File: config.mk
export PLATFORM = sky130hd
export DESIGN_NAME = byte_bank_word_reader
export DESIGN_NICKNAME = d
export VERILOG_FILES = /design/src/rtl/bbr_pkg.sv /design/src/rtl/bbr_seq.sv /design/src/rtl/bbr_row_gen.sv /design/src/rtl/bbr_lane_merge.sv /design/src/rtl/byte_bank_word_reader.sv
export SDC_FILE = /design/constraint.sdc
export NUM_CORES = 1
export LEC_CHECK = 0
export ABC_AREA = 0
export BUFFER_PORTS_ARGS = -buffer_cell sky130_fd_sc_hd__buf_2
export CAP_MARGIN = 30
export CORE_MARGIN = 2
export CORE_UTILIZATION = 51
export DETAILED_ROUTE_END_ITERATION = 8
export PLACE_DENSITY = 0.81
export SETUP_SLACK_MARGIN = 0.2
export SLEW_MARGIN = 10
export SYNTH_ARGS = -nofsm -noshare
export SYNTH_HDL_FRONTEND = slang
export SYNTH_SLANG_ARGS = --single-unit
File: constraint.sdc
create_clock -name clk -period 3.6 [get_ports clk]
set_input_delay 0.54 -clock clk [delete_from_list [all_inputs] [get_ports clk]]
set_output_delay 0.54 -clock clk [all_outputs]
set_load 0.01 [all_outputs]
File: src/rtl/bbr_pkg.sv
package bbr_pkg;
  typedef enum logic [1:0] {
    ST_IDLE   = 2'd0,
    ST_FIRST  = 2'd1,
    ST_SECOND = 2'd2,
    ST_LAST   = 2'd3
  } rd_state_e;
endpackage

File: src/rtl/bbr_seq.sv
module bbr_seq
  import bbr_pkg::*;
(
  input  logic clk,
  input  logic rst_n,
  input  logic req_valid,
  input  logic misaligned,
  output logic req_ready,
  output logic accept,
  output logic rd_en,
  output logic next_row,
  output logic capture,
  output logic done,
  output logic busy
);
  rd_state_e st_q, st_d;

  always_ff @(posedge clk or negedge rst_n) begin
    if (!rst_n) st_q <= ST_IDLE;
    else        st_q <= st_d;
  end

  always_comb begin
    st_d = st_q;
    case (st_q)
      ST_IDLE:   if (req_valid) st_d = ST_FIRST;
      ST_FIRST:  st_d = misaligned ? ST_SECOND : ST_LAST;
      ST_SECOND: st_d = ST_LAST;
      ST_LAST:   st_d = ST_IDLE;
      default:   st_d = ST_IDLE;
    endcase
  end

  // second access reads the row above; first-row bytes land during it
  assign req_ready = (st_q == ST_IDLE);
  assign accept    = req_valid && req_ready;
  assign rd_en     = (st_q == ST_FIRST) || (st_q == ST_SECOND);
  assign next_row  = (st_q == ST_SECOND);
  assign capture   = (st_q == ST_SECOND);
  assign done      = (st_q == ST_LAST);
  assign busy      = (st_q != ST_IDLE);
endmodule

File: src/rtl/bbr_row_gen.sv
module bbr_row_gen #(
  parameter int ADDR_W = 32,
  parameter int OFF_W  = 2,
  parameter int ROW_W  = ADDR_W - OFF_W
) (
  input  logic              clk,
  input  logic              rst_n,
  input  logic              load,
  input  logic [ADDR_W-1:0] addr,
  input  logic              next_row,
  output logic [ROW_W-1:0]  row,
  output logic [OFF_W-1:0]  off,
  output logic              misaligned
);
  logic [ROW_W-1:0] row_q;
  logic [OFF_W-1:0] off_q;

  always_ff @(posedge clk or negedge rst_n) begin
    if (!rst_n) begin
      row_q <= '0;
      off_q <= '0;
    end else if (load) begin
      row_q <= addr[ADDR_W-1:OFF_W];
      off_q <= addr[OFF_W-1:0];
    end
  end

  // natural wrap of the increment gives all-ones -> zero
  assign row        = next_row ? row_q + ROW_W'(1) : row_q;
  assign off        = off_q;
  assign misaligned = (off_q != '0);
endmodule

File: src/rtl/bbr_lane_merge.sv
module bbr_lane_merge #(
  parameter int LANES  = 4,
  parameter int LANE_W = 8,
  parameter int OFF_W  = $clog2(LANES),
  parameter int WORD_W = LANES * LANE_W
) (
  input  logic              clk,
  input  logic              rst_n,
  input  logic              capture,
  input  logic [OFF_W-1:0]  off,
  input  logic [WORD_W-1:0] rdata,
  output logic [WORD_W-1:0] word
);
  logic [WORD_W-1:0] rot;
  logic [WORD_W-1:0] hold_q;

  for (genvar j = 0; j < LANES; j++) begin : g_lane
    localparam logic [OFF_W:0] JOFF = (OFF_W+1)'(j);
    logic [OFF_W:0]   idx;
    logic [OFF_W-1:0] bank;
    logic             from_first;

    assign idx        = {1'b0, off} + JOFF;
    assign bank       = idx[OFF_W-1:0];
    // below the wrap point the byte belongs to the first row
    assign from_first = (off != '0) && !idx[OFF_W];
    assign rot[j*LANE_W +: LANE_W]  = rdata[bank*LANE_W +: LANE_W];
    assign word[j*LANE_W +: LANE_W] = from_first ? hold_q[j*LANE_W +: LANE_W]
                                                 : rot[j*LANE_W +: LANE_W];
  end

  always_ff @(posedge clk or negedge rst_n) begin
    if (!rst_n)       hold_q <= '0;
    else if (capture) hold_q <= rot;
  end
endmodule

File: src/rtl/byte_bank_word_reader.sv
module byte_bank_word_reader #(
  parameter int ADDR_W = 32,
  parameter int LANE_W = 8,
  parameter int LANES  = 4,
  localparam int OFF_W  = $clog2(LANES),
  localparam int ROW_W  = ADDR_W - OFF_W,
  localparam int WORD_W = LANES * LANE_W
) (
  input  logic              clk,
  input  logic              rst_n,
  input  logic              req_valid,
  output logic              req_ready,
  input  logic [ADDR_W-1:0] req_addr,
  output logic              busy,
  output logic              done,
  output logic [WORD_W-1:0] rsp_data,
  output logic              bank_rd_en,
  output logic [ROW_W-1:0]  bank_row,
  input  logic [WORD_W-1:0] bank_rdata
);
  logic accept, next_row, capture, misaligned;
  logic [OFF_W-1:0] off;

  bbr_seq u_seq (
    .clk       (clk),
    .rst_n     (rst_n),
    .req_valid (req_valid),
    .misaligned(misaligned),
    .req_ready (req_ready),
    .accept    (accept),
    .rd_en     (bank_rd_en),
    .next_row  (next_row),
    .capture   (capture),
    .done      (done),
    .busy      (busy)
  );

  bbr_row_gen #(.ADDR_W(ADDR_W), .OFF_W(OFF_W), .ROW_W(ROW_W)) u_row (
    .clk       (clk),
    .rst_n     (rst_n),
    .load      (accept),
    .addr      (req_addr),
    .next_row  (next_row),
    .row       (bank_row),
    .off       (off),
    .misaligned(misaligned)
  );

  bbr_lane_merge #(.LANES(LANES), .LANE_W(LANE_W), .OFF_W(OFF_W), .WORD_W(WORD_W)) u_merge (
    .clk    (clk),
    .rst_n  (rst_n),
    .capture(capture),
    .off    (off),
    .rdata  (bank_rdata),
    .word   (rsp_data)
  );
endmodule

# Word level (Yosys, flattened, before mapping)
# Cells that the tools add are included.
# Widths: inputs -> output; s select.
dict set report op_classes {
  shift 4
  muxes 8
  addsub 4
  reduce_logical 11
  eq_ne 4
}
# operator n
set ops {}
lappend ops {{$shiftx 32x6->8} 4}
lappend ops {{$mux 8} 4}
lappend ops {{$add 30x1->30 const B} 1}
lappend ops {{$mux 30} 1}
lappend ops {{$pmux 2 s4} 1}
lappend ops {{$add 2x2->3 const B} 2}
lappend ops {{$eq 2x2->1 const B} 2}
lappend ops {{$logic_and 1x1->1} 4}
lappend ops {{$reduce_bool 2->1} 2}
lappend ops {{$add 2x1->3 const B} 1}
lappend ops {{$logic_not 1->1} 3}
lappend ops {{$eq 2x1->1 const B} 1}
lappend ops {{$logic_not 2->1} 1}
lappend ops {{$mux 2} 1}
lappend ops {{$ne 2x2->1 const B} 1}
lappend ops {{$logic_or 1x1->1} 1}
lappend ops {{$mux 1} 1}
dict set report totals {
  ff_bits 66
  word_cells 35
  in_bits 67
}

# Depth between registers and ports, before layout
dict set report logic_depth {
  ltp_word 4
  ltp_mapped 10
}

# Hierarchy
# A second synthesis with hierarchy kept.
dict set report hier_totals {
  hier_cells 368
  hier_area_um2 4156.5
}
# mod seq_area_each_um2 area_each_um2 cells_each n_inst
set by_module_without_submodules {}
lappend by_module_without_submodules {bbr_lane_merge 600.6 2173.3 199 1}
lappend by_module_without_submodules {bbr_row_gen 800.8 1805.5 152 1}
lappend by_module_without_submodules {bbr_seq 50.0 177.7 17 1}

# Worst setup path after synthesis
# No wires, ideal clock.
dict set report synth_timing {
  path_type {register -> output}
  from {reg u_row.off_q[0], in the netlist u_row.off[0]}
  to {out rsp_data[10]}
  path_slack_ns 0.748
  arrival_ns 2.312
  path_buffers 6
  stages_incl_launch_ff 11
  path_cell_list {dfrtp_1 > buf_2 > buf_2 > buf_2 > inv_1 > ha_1 > clkbuf_1 > clkbuf_1 > buf_1 > nand2_1 > o21ai_0}
}
dict set report synth_between {
  elab_chain_len 4
  word_cells_on_any_way 6
  cone_classes {1 x add/sub; 1 x shift; 1 x mux; 3 x reduce/logical}
}
# element line_no
set synth_rtl {}
lappend synth_rtl {{start: declaration} bbr_row_gen.sv:16} ;# logic [OFF_W-1:0] off_q;
lappend synth_rtl {{start signal: assignment} bbr_row_gen.sv:24} ;# off_q <= addr[OFF_W-1:0];
lappend synth_rtl {{branches (longest 3 deep; another with $add 2x1->3)} --}
lappend synth_rtl {{$mux 8 (*)} bbr_lane_merge.sv:28} ;# assign word[j*LANE_W +: LANE_W] = from_first ? hold_q[j*LANE_W +: LANE_W]
lappend synth_rtl {{end: declaration} byte_bank_word_reader.sv:16} ;# output logic [WORD_W-1:0] rsp_data,
# Mark *: on every way between the ends.

# Worst setup path after layout
dict set report layout_timing {
  from {reg u_row.off_q[1], in the netlist u_row.off[1]}
  to {out rsp_data[28]}
}
dict set report layout_between {
  elab_chain_len 4
  word_cells_on_any_way 6
  cone_classes {1 x add/sub; 1 x shift; 1 x mux; 3 x reduce/logical}
}
# element line_no
set layout_rtl {}
lappend layout_rtl {{branches (longest 3 deep; another with $add 2x2->3)} --}
lappend layout_rtl {{$mux 8 (*)} bbr_lane_merge.sv:28}
# Marks and branches as above.

==> flow_metrics.py <==
metrics = {
    "outcome": {
        "run_status": "completed",
    },
    "worst_setup_path": {
        "path_max_fanout": 24,
        "cp.required_ps": 3060,
        "path_class": "register to primary output",
        "cp_data_arrival_time_ps": 2370,
        "cp-end-kind": "primary output",
        "startpoint_type": "register",
    },
    "sta": {
        "finalClockSkew_ps": 6.554,
        "finalSetupTns_ps": 0,
        "max_slew_margin_pct": 56.99,
        "period_share_pct": 80.72,
        "hold_viol_final": 0,
        "drv_slew": 0,
        "setup_viol": 0,
        "fmax_mhz": 344.1,
        "worstMarginPinSlew_ps": 645.2,
        "fin_crit_ps": 2906,
        "grt_setup_unrepaired": "no",
    },
    "die": {
        "die_y_um": 92.81,
        "die_x_um": 92.81,
        "design.core.area_um2": 7687,
        "io_pins": 133,
        "initial_core_util_pct": 52.33,
        "die_area_um2": 8614,
        "rows": 32,
    },
    "logic_synthesis": {
        "synth-seq-cells": 58,
        "syn_inst": 312,
        "ys_warn_count": 0,
        "syn_nets": 386,
        "ys_async_sr_fraction_pct": 100.0,
        "synthDistinctLibCells": 33,
        "ys.flop_type": "dfrtp_1",
        "synth_edf_count": 0,
        "syn_area_um2": 4023,
        "synth_sequential_area_ratio_pct": 36.08,
        "syn_area_per_cell_um2": 12.89,
    },
    "clock_network": {
        "cts.sinks": 58,
        "numCtsBuffers": 9,
        "root_buffer": "clkbuf_8",
        "clkTransAtPathRegs_ps": 60,
        "postCtsSetupBuffers": 0,
        "clock_latency_ps": 330,
        "post_cts_resized": 0,
        "htree_levels": 3,
        "cts_tree": "yes",
        "clockBufferDepth": 2,
        "cts_hold_buf": 0,
    },
    "drt": {
        "firstDrtPassIters": 4,
        "drt_wl_total_mm": 9.288,
        "vias_per_cell": 5.737,
        "post_drt_wl_per_cell_um": 16.98,
        "via_count": 3138,
        "postRouteAntennaNets": 0,
        "drt_iter0_markers": 100,
        "drc": 0,
    },
    "global_routing": {
        "grt_max_degree": 43,
        "grtUsageTotal_pct": 22.02,
        "grt_pass1_vias": 3063,
        "gr-total-overflow": 0,
        "grt_pass1_wl_mm": 14.86,
        "antenna_found_initial": 0,
    },
    "pwr": {
        "swShare_pct": 39.95,
        "p_leak_nw": 2.241,
        "seq_power_share_pct": 27.3,
        "total_power_mw": 4.831,
        "peakVddDrop_mv": 0.8653,
        "p_comb_share_pct": 60.0,
        "p_per_area_nw_per_um2": 971.9,
        "internal_power_mw": 2.901,
        "pwr-share-clk_pct": 12.7,
        "power_switching_mw": 1.930,
    },
    "placement": {
        "gp_congestion": 0.8317,
        "io_buffers": 132,
        "place_hpwl_mm": 6.948,
    },
    "finish": {
        "diodes": 0,
        "n_fill_cell": 625,
        "drive_above_1_share_pct": 60.00,
        "nets": 515,
        "area_growth_pct": 23.58,
    },
    "flow_run": {
        "cap_viol_max_count": 0,
    },
    "hold_path": {
        "hold_class": "input pin to asynchronous set/reset pin",
    },
}
==> cells in the final DEF (no fill, tap or decap), drive strengths merged, types with 10 or more instances in the layout <==
cell type  netlist  layout
buf             13     138
clkbuf           7      13
dfrtp           58      58
mux2            73      73
mux4            32      32
nand2           17      17
nand3           12      12
o21ai           10      10
xnor2           13      13
xor2            16      16
==> per-stage QoR <==
| stage | utilization [%] | hold WS (ps) | setup slack [ps] | cells | area, µm² |
|---|---|---|---|---|---|
| 3_3_place_gp | 62.01 | 483.8 | 1091 | 532 | 4767 |
| 4_1_cts | 64.66 | 202.3 | 654.7 | 547 | 4971 |
| 5_1_grt | 64.66 | 240.3 | 542.8 | 547 | 4971 |
| 3_5_place_dp | 62.01 | 494.8 | 1025 | 532 | 4767 |
| 6_report | 64.66 | 209.2 | 694.1 | 547 | 4971 |
| 2_1_floorplan | - | 244.4 | 747.6 | 312 | 4023 |
==> critical path: stages (launching register included) <==
cell	delay (ps)
dfrtp_1	320
buf_4	270
inv_1	110
ha_1	490
buf_4	340
mux4_2	360
buf_2	160
==> Yosys cell counts, types with 8 or more instances <==
master / number / share of area [%]
dfrtp_1: 58 / 36
mux2_2: 73 / 20
mux2i_1: 8 / 2.0
mux4_2: 32 / 18
nand2_1: 17 / 1.6
nand3_1: 10 / 1.2
o21ai_0: 10 / 1.2
xnor2_1: 13 / 2.8
xor2_1: 16 / 3.5
==> kinds of logic (layout without fill, tap and decap cells) <==
group / after synthesis / count (layout) / synth area share, %
AO/OA/AOI/OAI: 12 / 12 / 1.555
XOR/XNOR: 29 / 29 / 6.314
adder cells (fa/ha/maj): 7 / 7 / 2.177
buffers and inverters: 26 / 159 / 2.799
flip-flops: 58 / 58 / 36.08
multiplexers: 113 / 113 / 40.34
AND/OR/NAND/NOR: 67 / 67 / 10.73
==> state kept, by name, indices dropped and copies added, names as in the netlist <==
signal	cells
u_row.row_q	30
u_seq.st_q	2
u_row.off	2
u_merge.hold_q	24
==> power by group through the flow <==
| stage | Clock [mW] | Sequential [mW] | Combinational [mW] |
|---|---|---|---|
| after floorplan | 0 | 1.24 | 2.12 |
| after global placement | 0 | 1.30 | 2.86 |
| after detailed placement | 0 | 1.32 | 2.92 |
| after CTS | 0.635 | 1.31 | 2.93 |
| after global routing | 0.664 | 1.37 | 3.14 |
| final | 0.616 | 1.32 | 2.90 |
==> final timing paths <==
kind | to | cells past startpoint | slack [ps] | startpoint
setup / recovery | rsp_data[28] | 6 | 690 | u_row.off[1]
hold / removal | u_row.row_q[19] | 1 | 210 | rst_n
setup reg to reg | u_merge.hold_q[8] | 6 | 1160 | u_row.off[1]
hold reg to reg | u_merge.hold_q[2] | 1 | 510 | u_merge.hold_q[2]
max in group asynchronous | u_merge.hold_q[10] | 2 | 2510 | rst_n
min in group clk | u_seq.st_q[1] | 2 | 440 | req_valid
==> layer usage <==
layer | track usage [%] | wire length (µm) | vias to the layer above
met4 | 6.985 | 87 | 0
li1 | - | - | 1436
met3 | 3.173 | 595 | 7
met2 | 36.59 | 4514 | 135
met5 | 0 | 0 | -
met1 | 29.98 | 4090 | 1560
==> cell type report <==
class / count / area [µm²] / area share, %
clock buffers: 13 / 168.9 / 3.398
multi-input cells: 228 / 2459 / 49.46
flip-flops and latches: 58 / 1453 / 29.22
repair buffers: 138 / 705.7 / 14.20
well taps: 102 / 127.6 / 2.567
clock inverters: 2 / 35.03 / 0.7048
inverters: 6 / 22.52 / 0.4531
Power figures use the tool's default switching activity.
